## config.mk

```make
export PLATFORM = sky130hd
export DESIGN_NAME = perf_mon
export DESIGN_NICKNAME = d
export VERILOG_FILES = /design/src/rtl/perf_mon.sv
export SDC_FILE = /design/constraint.sdc
export NUM_CORES = 1
export LEC_CHECK = 0
export ABC_AREA = 0
export BUFFER_PORTS_ARGS = -buffer_cell sky130_fd_sc_hd__buf_2
export CAP_MARGIN = 25
export CORE_MARGIN = 10
export CORE_UTILIZATION = 40
export CTS_CLUSTER_DIAMETER = 150
export DETAILED_ROUTE_END_ITERATION = 10
export PLACE_DENSITY = 0.54
export SLEW_MARGIN = 20
export SYNTH_ARGS = -nofsm -noshare
export SYNTH_HDL_FRONTEND = slang
export SYNTH_SLANG_ARGS = --single-unit
```

## constraint.sdc

```tcl
create_clock -name clk -period 2.68 [get_ports clk]
set_clock_uncertainty 0.15 [all_clocks]
set_input_delay 0.402 -clock clk [delete_from_list [all_inputs] [get_ports clk]]
set_output_delay 0.402 -clock clk [all_outputs]
set_load 0.05 [all_outputs]
```

## src/rtl/perf_mon.sv

```systemverilog
module perf_mon #(
  parameter int          NUM_EV    = 4,
  parameter int          CNT_W     = 32,
  parameter int          EV_LINES  = 16,
  parameter int          ADDR_W    = 4,
  parameter logic [7:0]  IMPL_CODE = 8'hA5,
  parameter logic [7:0]  UNIT_ID   = 8'h3C
) (
  input  logic              clk,
  input  logic              rst_n,
  input  logic              reg_we,
  input  logic [ADDR_W-1:0] reg_addr,
  input  logic [31:0]       reg_wdata,
  output logic [31:0]       reg_rdata,
  input  logic [EV_LINES-1:0] ev_in,
  output logic              irq
);
  localparam int TYPE_W = $clog2(EV_LINES);
  localparam int SEL_W  = 5;
  localparam int PRE_W  = 6;
  localparam int CYC_B  = 31;
  localparam logic [31:0] VMASK = 32'h8000_0000 | ((32'h1 << NUM_EV) - 32'h1);

  localparam logic [ADDR_W-1:0] A_CTRL   = ADDR_W'(0);
  localparam logic [ADDR_W-1:0] A_ENSET  = ADDR_W'(1);
  localparam logic [ADDR_W-1:0] A_ENCLR  = ADDR_W'(2);
  localparam logic [ADDR_W-1:0] A_OVF    = ADDR_W'(3);
  localparam logic [ADDR_W-1:0] A_INTSET = ADDR_W'(4);
  localparam logic [ADDR_W-1:0] A_SEL    = ADDR_W'(5);
  localparam logic [ADDR_W-1:0] A_EVCNT  = ADDR_W'(6);
  localparam logic [ADDR_W-1:0] A_EVTYPE = ADDR_W'(7);
  localparam logic [ADDR_W-1:0] A_CYC    = ADDR_W'(8);

  logic              ctrl_en, ctrl_div;
  logic [31:0]       cen, ovf, inten;
  logic [SEL_W-1:0]  sel;
  logic [CNT_W-1:0]  ev_cnt  [NUM_EV];
  logic [TYPE_W-1:0] ev_type [NUM_EV];
  logic [CNT_W-1:0]  cyc_cnt;
  logic [PRE_W-1:0]  pre;

  logic wr_ctrl, wr_evcnt, wr_evtype, wr_cyc;
  assign wr_ctrl   = reg_we && reg_addr == A_CTRL;
  assign wr_evcnt  = reg_we && reg_addr == A_EVCNT;
  assign wr_evtype = reg_we && reg_addr == A_EVTYPE;
  assign wr_cyc    = reg_we && reg_addr == A_CYC;

  logic ev_rst, cyc_rst, div_chg, cyc_run, cyc_tick, cyc_wrap;
  assign ev_rst   = wr_ctrl && reg_wdata[1];
  assign cyc_rst  = wr_ctrl && reg_wdata[2];
  assign div_chg  = wr_ctrl && (reg_wdata[3] != ctrl_div);
  assign cyc_run  = ctrl_en && cen[CYC_B];
  assign cyc_tick = cyc_run && (!ctrl_div || (&pre));
  assign cyc_wrap = cyc_tick && !cyc_rst && !wr_cyc && (&cyc_cnt);

  logic [NUM_EV-1:0] ev_hit, ev_wr, ev_wrap;
  always_comb begin
    for (int i = 0; i < NUM_EV; i++) begin
      ev_hit[i]  = ctrl_en && cen[i] && ev_in[ev_type[i]];
      ev_wr[i]   = wr_evcnt && sel == SEL_W'(i);
      ev_wrap[i] = ev_hit[i] && !ev_rst && !ev_wr[i] && (&ev_cnt[i]);
    end
  end

  logic [31:0] wrap_v, clr_v;
  always_comb begin
    wrap_v = '0;
    wrap_v[CYC_B] = cyc_wrap;
    for (int i = 0; i < NUM_EV; i++) wrap_v[i] = ev_wrap[i];
  end
  assign clr_v = (reg_we && reg_addr == A_OVF) ? (reg_wdata & VMASK) : 32'h0;

  always_ff @(posedge clk or negedge rst_n) begin
    if (!rst_n) begin
      ctrl_en  <= 1'b0;
      ctrl_div <= 1'b0;
      cen      <= '0;
      ovf      <= '0;
      inten    <= '0;
      sel      <= '0;
    end else begin
      if (wr_ctrl) begin
        ctrl_en  <= reg_wdata[0];
        ctrl_div <= reg_wdata[3];
      end
      if (reg_we && reg_addr == A_ENSET) cen <= cen | (reg_wdata & VMASK);
      if (reg_we && reg_addr == A_ENCLR) cen <= cen & ~reg_wdata;
      if (reg_we && reg_addr == A_INTSET) inten <= inten | (reg_wdata & VMASK);
      if (reg_we && reg_addr == A_SEL) sel <= reg_wdata[SEL_W-1:0];
      ovf <= (ovf & ~clr_v) | wrap_v;
    end
  end

  always_ff @(posedge clk or negedge rst_n) begin
    if (!rst_n) begin
      for (int i = 0; i < NUM_EV; i++) begin
        ev_cnt[i]  <= '0;
        ev_type[i] <= '0;
      end
    end else begin
      for (int i = 0; i < NUM_EV; i++) begin
        if (ev_rst)         ev_cnt[i] <= '0;
        else if (ev_wr[i])  ev_cnt[i] <= reg_wdata[CNT_W-1:0];
        else if (ev_hit[i]) ev_cnt[i] <= ev_cnt[i] + 1'b1;
        if (wr_evtype && sel == SEL_W'(i)) ev_type[i] <= reg_wdata[TYPE_W-1:0];
      end
    end
  end

  always_ff @(posedge clk or negedge rst_n) begin
    if (!rst_n) begin
      cyc_cnt <= '0;
      pre     <= '0;
    end else begin
      if (cyc_rst)       cyc_cnt <= '0;
      else if (wr_cyc)   cyc_cnt <= reg_wdata[CNT_W-1:0];
      else if (cyc_tick) cyc_cnt <= cyc_cnt + 1'b1;
      if (cyc_rst || div_chg)       pre <= '0;
      else if (cyc_run && ctrl_div) pre <= pre + 1'b1;
    end
  end

  always_comb begin
    reg_rdata = '0;
    case (reg_addr)
      A_CTRL:   reg_rdata = {IMPL_CODE, UNIT_ID, 5'(NUM_EV), 7'b0, ctrl_div, 2'b00, ctrl_en};
      A_ENSET,
      A_ENCLR:  reg_rdata = cen;
      A_OVF:    reg_rdata = ovf;
      A_INTSET: reg_rdata = inten;
      A_SEL:    reg_rdata = 32'(sel);
      A_EVCNT:  for (int i = 0; i < NUM_EV; i++)
                  if (sel == SEL_W'(i)) reg_rdata = 32'(ev_cnt[i]);
      A_EVTYPE: for (int i = 0; i < NUM_EV; i++)
                  if (sel == SEL_W'(i)) reg_rdata = 32'(ev_type[i]);
      A_CYC:    reg_rdata = 32'(cyc_cnt);
      default:  reg_rdata = '0;
    endcase
  end

  assign irq = |(ovf & inten);
endmodule

```

======== After elaboration in Yosys (flattened, before gate mapping) ========
Index checks and enable logic that the tools add are counted.
word-level totals
  register bits after elaboration ......... 285
  bits in latches ......................... 0
  bits in writable memories ............... 0
  bits in read-only memories .............. 0
  input port bits ......................... 55
  output and inout port bits .............. 33
  word-level logic and storage cells ...... 156
  memories kept ........................... 0
operators by class
  add/sub/neg operators ................... 6
  multiply operators ...................... 0
  divide/modulo/power cells ............... 0
  magnitude comparators ................... 4
  equality and inequality tests ........... 12
  shift operators ......................... 0
  mux-type cells .......................... 37
  bitwise gates (word level) .............. 8
  reduce and logical (&&, ||, !) cells .... 73
operator list
  cell                                                                    count
  32-bit two-way mux                                                      25
  32-bit one-hot mux with 8 select lines                                  1
  32-bit by 1-bit adder with 32-bit output (second input constant)        5
  32-bit AND reduction                                                    5
  32-bit AND                                                              3
  32-bit bitwise OR                                                       3
  32-bit inverter                                                         2
  1-bit logical AND                                                       46
  32-bit OR reduction                                                     1
  4-bit by 5-bit < comparator with 1-bit output (second input constant)   4
  1-bit binary-select mux with 4-bit select                               4
  4-bit by 3-bit equality test with 1-bit output (second input constant)  4
  3-bit nonzero test                                                      5
  6-bit two-way mux                                                       2
  5-bit by 2-bit equality test with 1-bit output (second input constant)  2
  4-bit by 2-bit equality test with 1-bit output (second input constant)  2
  1-bit logical NOT                                                       8
  6-bit by 1-bit adder with 6-bit output (second input constant)          1
  6-bit AND reduction                                                     1
  5-bit by 1-bit equality test with 1-bit output (second input constant)  1
  5-bit logical NOT                                                       1
  4-bit by 1-bit equality test with 1-bit output (second input constant)  1
  4-bit equality test (second input constant)                             1
  4-bit logical NOT                                                       1
  6 further kinds                                                         11

======== Longest topological paths before layout ========
  depth in word-level cells ............... 8
  gate-level depth with buffers ........... 9
  depth with buffers taken out ............ 7

======== Worst setup path after synthesis ========
No wires, ideal clock.
  path type ............................... register to output
  from .................................... register sel[4]
  to ...................................... output reg_rdata[1]
  arrival ................................. 2.931 ns
  required time ........................... 2.128 ns
  path slack .............................. -0.803 ns
  cell stages (with the launch flop) ...... 8
  path buffers ............................ 3
  path through ............................ dfrtp_1 or4b_1 clkbuf_1 nor2_1 clkbuf_1 clkbuf_1 a221oi_1 o21ai_0
on the way
  longest elaborated chain between the ends .. 6
  elaborated cells between the ends (all ways) .. 13
  those cells by class .................... 3 x eq/ne; 9 x mux; 1 x reduce/logical
RTL lines
  item                                                     line      RTL
  from (decl)                                              36        logic [SEL_W-1:0] sel;
  from (signal assigned)                                   89        if (reg_we && reg_addr == A_SEL) sel <= reg_wdata[SEL_W-1:0];
  5-bit logical NOT                                        133, 135
  4-bit two-way mux or 32-bit two-way mux (tied branches)  135, 133
  32-bit two-way mux (on tied branches) (3 in series)      135, 133
  32-bit one-hot mux with 8 select lines *                 125       case (reg_addr)
  to (decl)                                                14        output logic [31:0] reg_rdata,
Every way passes the cells marked *; elsewhere a longest branch is shown, timed or not.

======== Worst setup path after layout ========
  from .................................... register sel[4]
  to ...................................... output reg_rdata[10]
on the way
  longest elaborated chain between the ends .. 6
  elaborated cells between the ends (all ways) .. 11
  those cells by class .................... 3 x eq/ne; 7 x mux; 1 x reduce/logical
RTL lines
  item                                      line  RTL
  5-bit logical NOT                         133   if (sel == SEL_W'(i)) reg_rdata = 32'(ev_cnt[i]);
  32-bit two-way mux (4 in series)          133
  32-bit one-hot mux with 8 select lines *  125
Marked as above.

==> impl_metrics.xml <==
<?xml version="1.0" encoding="UTF-8"?>
<metrics>
  <group name="worst_setup_path">
    <metric name="slowest_stage" unit="">sky130_fd_sc_hd__or4_4</metric>
    <metric name="ff2ff_path_depth" unit="">7</metric>
    <metric name="worst-endpoint-required" unit="ns">2.13</metric>
    <metric name="cp_slowest_stage_delay" unit="ns">0.58</metric>
    <metric name="setup.worst_path.end_class" unit="">output port</metric>
    <metric name="critical_path_class" unit="">reg -&gt; out</metric>
    <metric name="critical_path.cell_chain" unit="">or4_4 &gt; buf_6 &gt; nor2_4 &gt; buf_12 &gt; buf_12 &gt; a22oi_1 &gt; a21oi_1 &gt; a221o_2 &gt; buf_6</metric>
    <metric name="setup.worst_path.start_class" unit="">flip-flop</metric>
    <metric name="worst-path-max-fanout" unit="">16</metric>
    <metric name="critPathArrivalTime" unit="ns">2.69</metric>
  </group>
  <group name="logic_synthesis">
    <metric name="average_size_of_a_mapped_cell" unit="um2">8.48</metric>
    <metric name="synthMostInstantiatedCell" unit="">sky130_fd_sc_hd__dfrtp_1</metric>
    <metric name="ys_top_cells_by_count" unit="">sky130_fd_sc_hd__dfrtp_1, sky130_fd_sc_hd__a21oi_1, sky130_fd_sc_hd__nand2_1, sky130_fd_sc_hd__o21ai_0, sky130_fd_sc_hd__clkbuf_1</metric>
    <metric name="netlist_area" unit="um2">14800</metric>
    <metric name="netlist.area_leader.share" unit="%">39.2</metric>
    <metric name="synthesized_flop_and_latch_total" unit="">231</metric>
    <metric name="syn_inst_count" unit="">1741</metric>
    <metric name="cell_taking_the_most_area_after_synthesis" unit="">sky130_fd_sc_hd__dfrtp_1</metric>
    <metric name="yosys-top-cells-area" unit="">sky130_fd_sc_hd__dfrtp_1, sky130_fd_sc_hd__a21oi_1, sky130_fd_sc_hd__o21ai_0</metric>
    <metric name="distinct_cells_synth" unit="">74</metric>
    <metric name="share_of_synthesized_area_occupied_by_flip_flops_and_latches" unit="%">39.2</metric>
    <metric name="async_flop_share" unit="%">100</metric>
    <metric name="synth_edf_count" unit="">0</metric>
    <metric name="synth_warnings" unit="">0</metric>
    <metric name="mappedNetlistNets" unit="">1802</metric>
    <metric name="ys.flop_type" unit="">sky130_fd_sc_hd__dfrtp_1</metric>
  </group>
  <group name="clock_tree">
    <metric name="clk_pin_slew" unit="ns">0.06</metric>
    <metric name="cts.sink_count" unit="">231</metric>
    <metric name="cts_tree" unit="">yes</metric>
    <metric name="clk_root_buffer_cell" unit="">sky130_fd_sc_hd__clkbuf_16</metric>
    <metric name="cts.path.max_buffers" unit="">3</metric>
    <metric name="worst_skew_pair.late_latency" unit="ns">0.58</metric>
    <metric name="cts_bufs_inserted" unit="">29</metric>
    <metric name="htree_num_levels" unit="">1</metric>
  </group>
  <group name="floorplanning">
    <metric name="fp.coreArea" unit="um2">36500</metric>
    <metric name="ios" unit="">88</metric>
    <metric name="die_area" unit="um2">45000</metric>
    <metric name="die_height" unit="um">212</metric>
    <metric name="num_rows" unit="">70</metric>
    <metric name="initial_util" unit="%">40.4</metric>
    <metric name="die_w" unit="um">212</metric>
  </group>
  <group name="placed_design">
    <metric name="routabilityCongestion" unit="">0.975</metric>
    <metric name="dp_cells" unit="">2372</metric>
    <metric name="port-buffer-count" unit="">87</metric>
    <metric name="post-place-ws" unit="ns">-0.155</metric>
    <metric name="place_hpwl" unit="mm">47.9</metric>
  </group>
  <group name="route">
    <metric name="drtIter0Drc" unit="">1721</metric>
    <metric name="finalWirelength" unit="mm">63.7</metric>
    <metric name="post_drt_wl_per_cell" unit="um">26.2</metric>
    <metric name="route.detailed.drc" unit="">0</metric>
    <metric name="drt-pass1-iter-count" unit="">6</metric>
    <metric name="route.antenna.remaining_nets" unit="">0</metric>
    <metric name="post_drt_via_cell_ratio" unit="">6.38</metric>
    <metric name="num_vias" unit="">15500</metric>
  </group>
  <group name="timing">
    <metric name="finalCritPeriodShare" unit="%">121</metric>
    <metric name="grt_setup_unrepaired" unit="">yes</metric>
    <metric name="worst_setup_slack_final" unit="ns">-0.564</metric>
    <metric name="fmaxAchievable" unit="GHz">0.308</metric>
    <metric name="period_needed" unit="ns">3.24</metric>
    <metric name="setup_viol" unit="">32</metric>
    <metric name="slew-limit-headroom" unit="%">50.0</metric>
    <metric name="hold_violations" unit="">0</metric>
    <metric name="worstMarginPinSlew" unit="ns">0.749</metric>
    <metric name="finalMaxSlewViolations" unit="">0</metric>
  </group>
  <group name="worst_hold_path">
    <metric name="holdPathStages" unit="">2</metric>
    <metric name="worst_hold_path_type" unit="">in -&gt; reg</metric>
  </group>
  <group name="power">
    <metric name="power.leakage" unit="nW">7.32</metric>
    <metric name="totalPowerFinal" unit="W">0.0129</metric>
    <metric name="pwr_density" unit="nW/um2">682</metric>
    <metric name="vdd_ir_drop_max" unit="mV">0.459</metric>
  </group>
  <group name="flow_run">
    <metric name="drv_cap" unit="">0</metric>
  </group>
  <group name="finish">
    <metric name="syn2layout_area_growth" unit="%">28.0</metric>
    <metric name="drive_above_1_share" unit="%">23.9</metric>
    <metric name="num_antenna_cells" unit="">0</metric>
    <metric name="final_nets" unit="">2000</metric>
    <metric name="finish.cell_count_without_fillers" unit="">2428</metric>
  </group>
  <group name="grt">
    <metric name="first_global_vias" unit="">14700</metric>
    <metric name="grt_max_degree" unit="">54</metric>
    <metric name="grt_first_pass_wirelength" unit="mm">95.4</metric>
    <metric name="globalRoute.totalOverflow" unit="">0</metric>
    <metric name="number_of_antenna_violations_at_the_first_check_in_global_routing" unit="">0</metric>
    <metric name="groute.usage.overall" unit="%">27.7</metric>
  </group>
  <group name="run_status">
    <metric name="violations" unit="">setup timing</metric>
    <metric name="run_status" unit="">complete, but fails checks</metric>
  </group>
</metrics>
sequential cells by signal, summed over array words and instances (netlist names), named ones only:
register and count:
cyc_cnt 32, ev_type 16, cen 27, inten 5, ev_cnt 128, ctrl_div 1
pre 6, ovf 5, sel 5, ctrl_en 1
path summary, 6_finish.rpt:
path                               start       endpoint  slack, ns
max                               sel[4]  reg_rdata[10]      -0.56
min                        reg_wdata[11]        cen[11]       0.02
max reg2reg                   ev_type[4]     ev_cnt[61]       0.07
min reg2reg                     inten[1]       inten[1]       0.34
max in group asynchronous          rst_n    ev_cnt[112]       1.49
min in group asynchronous          rst_n      ev_cnt[3]       0.19
where the power goes:
group | switching, W | internal, W | leakage (nW) | total (W)
clock network | 0.00164 | 0.00256 | 0.488 | 0.00419
logic | 0.00196 | 0.00158 | 3.84 | 0.00354
registers | 0.000975 | 0.00418 | 2.99 | 0.00516
total | 0.00457 | 0.00832 | 7.32 | 0.0129
placed cells by master, fill, tap and decap left out, types with 10 or more instances in the layout:
cell and n:
sky130_fd_sc_hd__a221o_2 19, sky130_fd_sc_hd__a22oi_1 55, sky130_fd_sc_hd__nand3_1 75, sky130_fd_sc_hd__inv_1 47
sky130_fd_sc_hd__buf_8 18, sky130_fd_sc_hd__o21ai_0 149, sky130_fd_sc_hd__buf_2 54, sky130_fd_sc_hd__nand2_1 179
sky130_fd_sc_hd__mux2_2 13, sky130_fd_sc_hd__nor3_1 53, sky130_fd_sc_hd__a21oi_1 181, sky130_fd_sc_hd__nor2_1 66
sky130_fd_sc_hd__and3_1 13, sky130_fd_sc_hd__a211oi_1 47, sky130_fd_sc_hd__a21boi_1 10, sky130_fd_sc_hd__a22o_1 14
sky130_fd_sc_hd__buf_12 36, sky130_fd_sc_hd__o21ai_2 11, sky130_fd_sc_hd__o22ai_1 17, sky130_fd_sc_hd__buf_6 15
sky130_fd_sc_hd__a2111oi_0 13, sky130_fd_sc_hd__clkbuf_16 29, sky130_fd_sc_hd__mux2i_1 17, sky130_fd_sc_hd__buf_4 170
sky130_fd_sc_hd__dfrtp_1 230, sky130_fd_sc_hd__o211ai_1 31, sky130_fd_sc_hd__xnor2_1 72, sky130_fd_sc_hd__nand4_1 26
sky130_fd_sc_hd__o21ai_1 15, sky130_fd_sc_hd__a31oi_1 11, sky130_fd_sc_hd__nor4_1 26, sky130_fd_sc_hd__a21oi_2 19
logic make-up after synthesis:
kind of cell,count (synthesis),synth area share [%]
adder cells (fa/ha/maj),14,1.05
XOR/XNOR,77,4.57
AND/OR/NAND/NOR,520,17.7
AO/OA/AOI/OAI,686,29.5
buffers and inverters,175,4.67
multiplexers,38,3.37
flip-flops,231,39.2
layout make-up:
class	instances	area (um2)
fill	3372	17600
multi-input combinational	1335	8620
sequential	231	5780
timing repair buffer	295	2730
clock buffer	42	845
tap	468	586
inverter	47	176
clock inverter	10	159
worst max-delay path: cells and delay by family, from the launching register on:
family | cells | cell delay (ns)
and+or+nand+nor | 2 | 0.67
buffers and inverters | 4 | 0.60
AOI/OAI and AO/OA | 3 | 0.45
DFF | 1 | 0.40
layer usage:
metal | global-route usage (%) | wire length (um) | vias up
li1 | - | - | 7023
met1 | 37.6 | 27000 | 7591
met2 | 44.0 | 29200 | 765
met3 | 3.96 | 4790 | 113
met4 | 9.87 | 2690 | 0
met5 | 0 | 0 | -
stage by stage:
| step | utilization, % | area (um2) | hold WS (ns) | TNS [ns] |
|---|---|---|---|---|
| final | 51.7 | 18900 | 0.0243 | -15.33 |
| after global routing | 51.7 | 18900 | 0.00899 | -17.23 |
| after CTS | 51.3 | 18700 | 0.00656 | -15.93 |
| after detailed placement | 47.7 | 17400 | 0.208 | -3.68 |
| after global placement | 47.6 | 17400 | 0.211 | -2.51 |
| after floorplan | - | 14900 | -0.0436 | -0.0272 |
timing repair:
action / in CTS / in global routing
hold buffers: 2 / 0
endpoints found under the setup margin: 44 / 47
gates resized for setup: 94 / 32
buffers inserted: 1 / 1
pin swaps: 11 / 3
endpoints found under the hold margin: 44 / 0
Power figures use the tool's default switching activity.
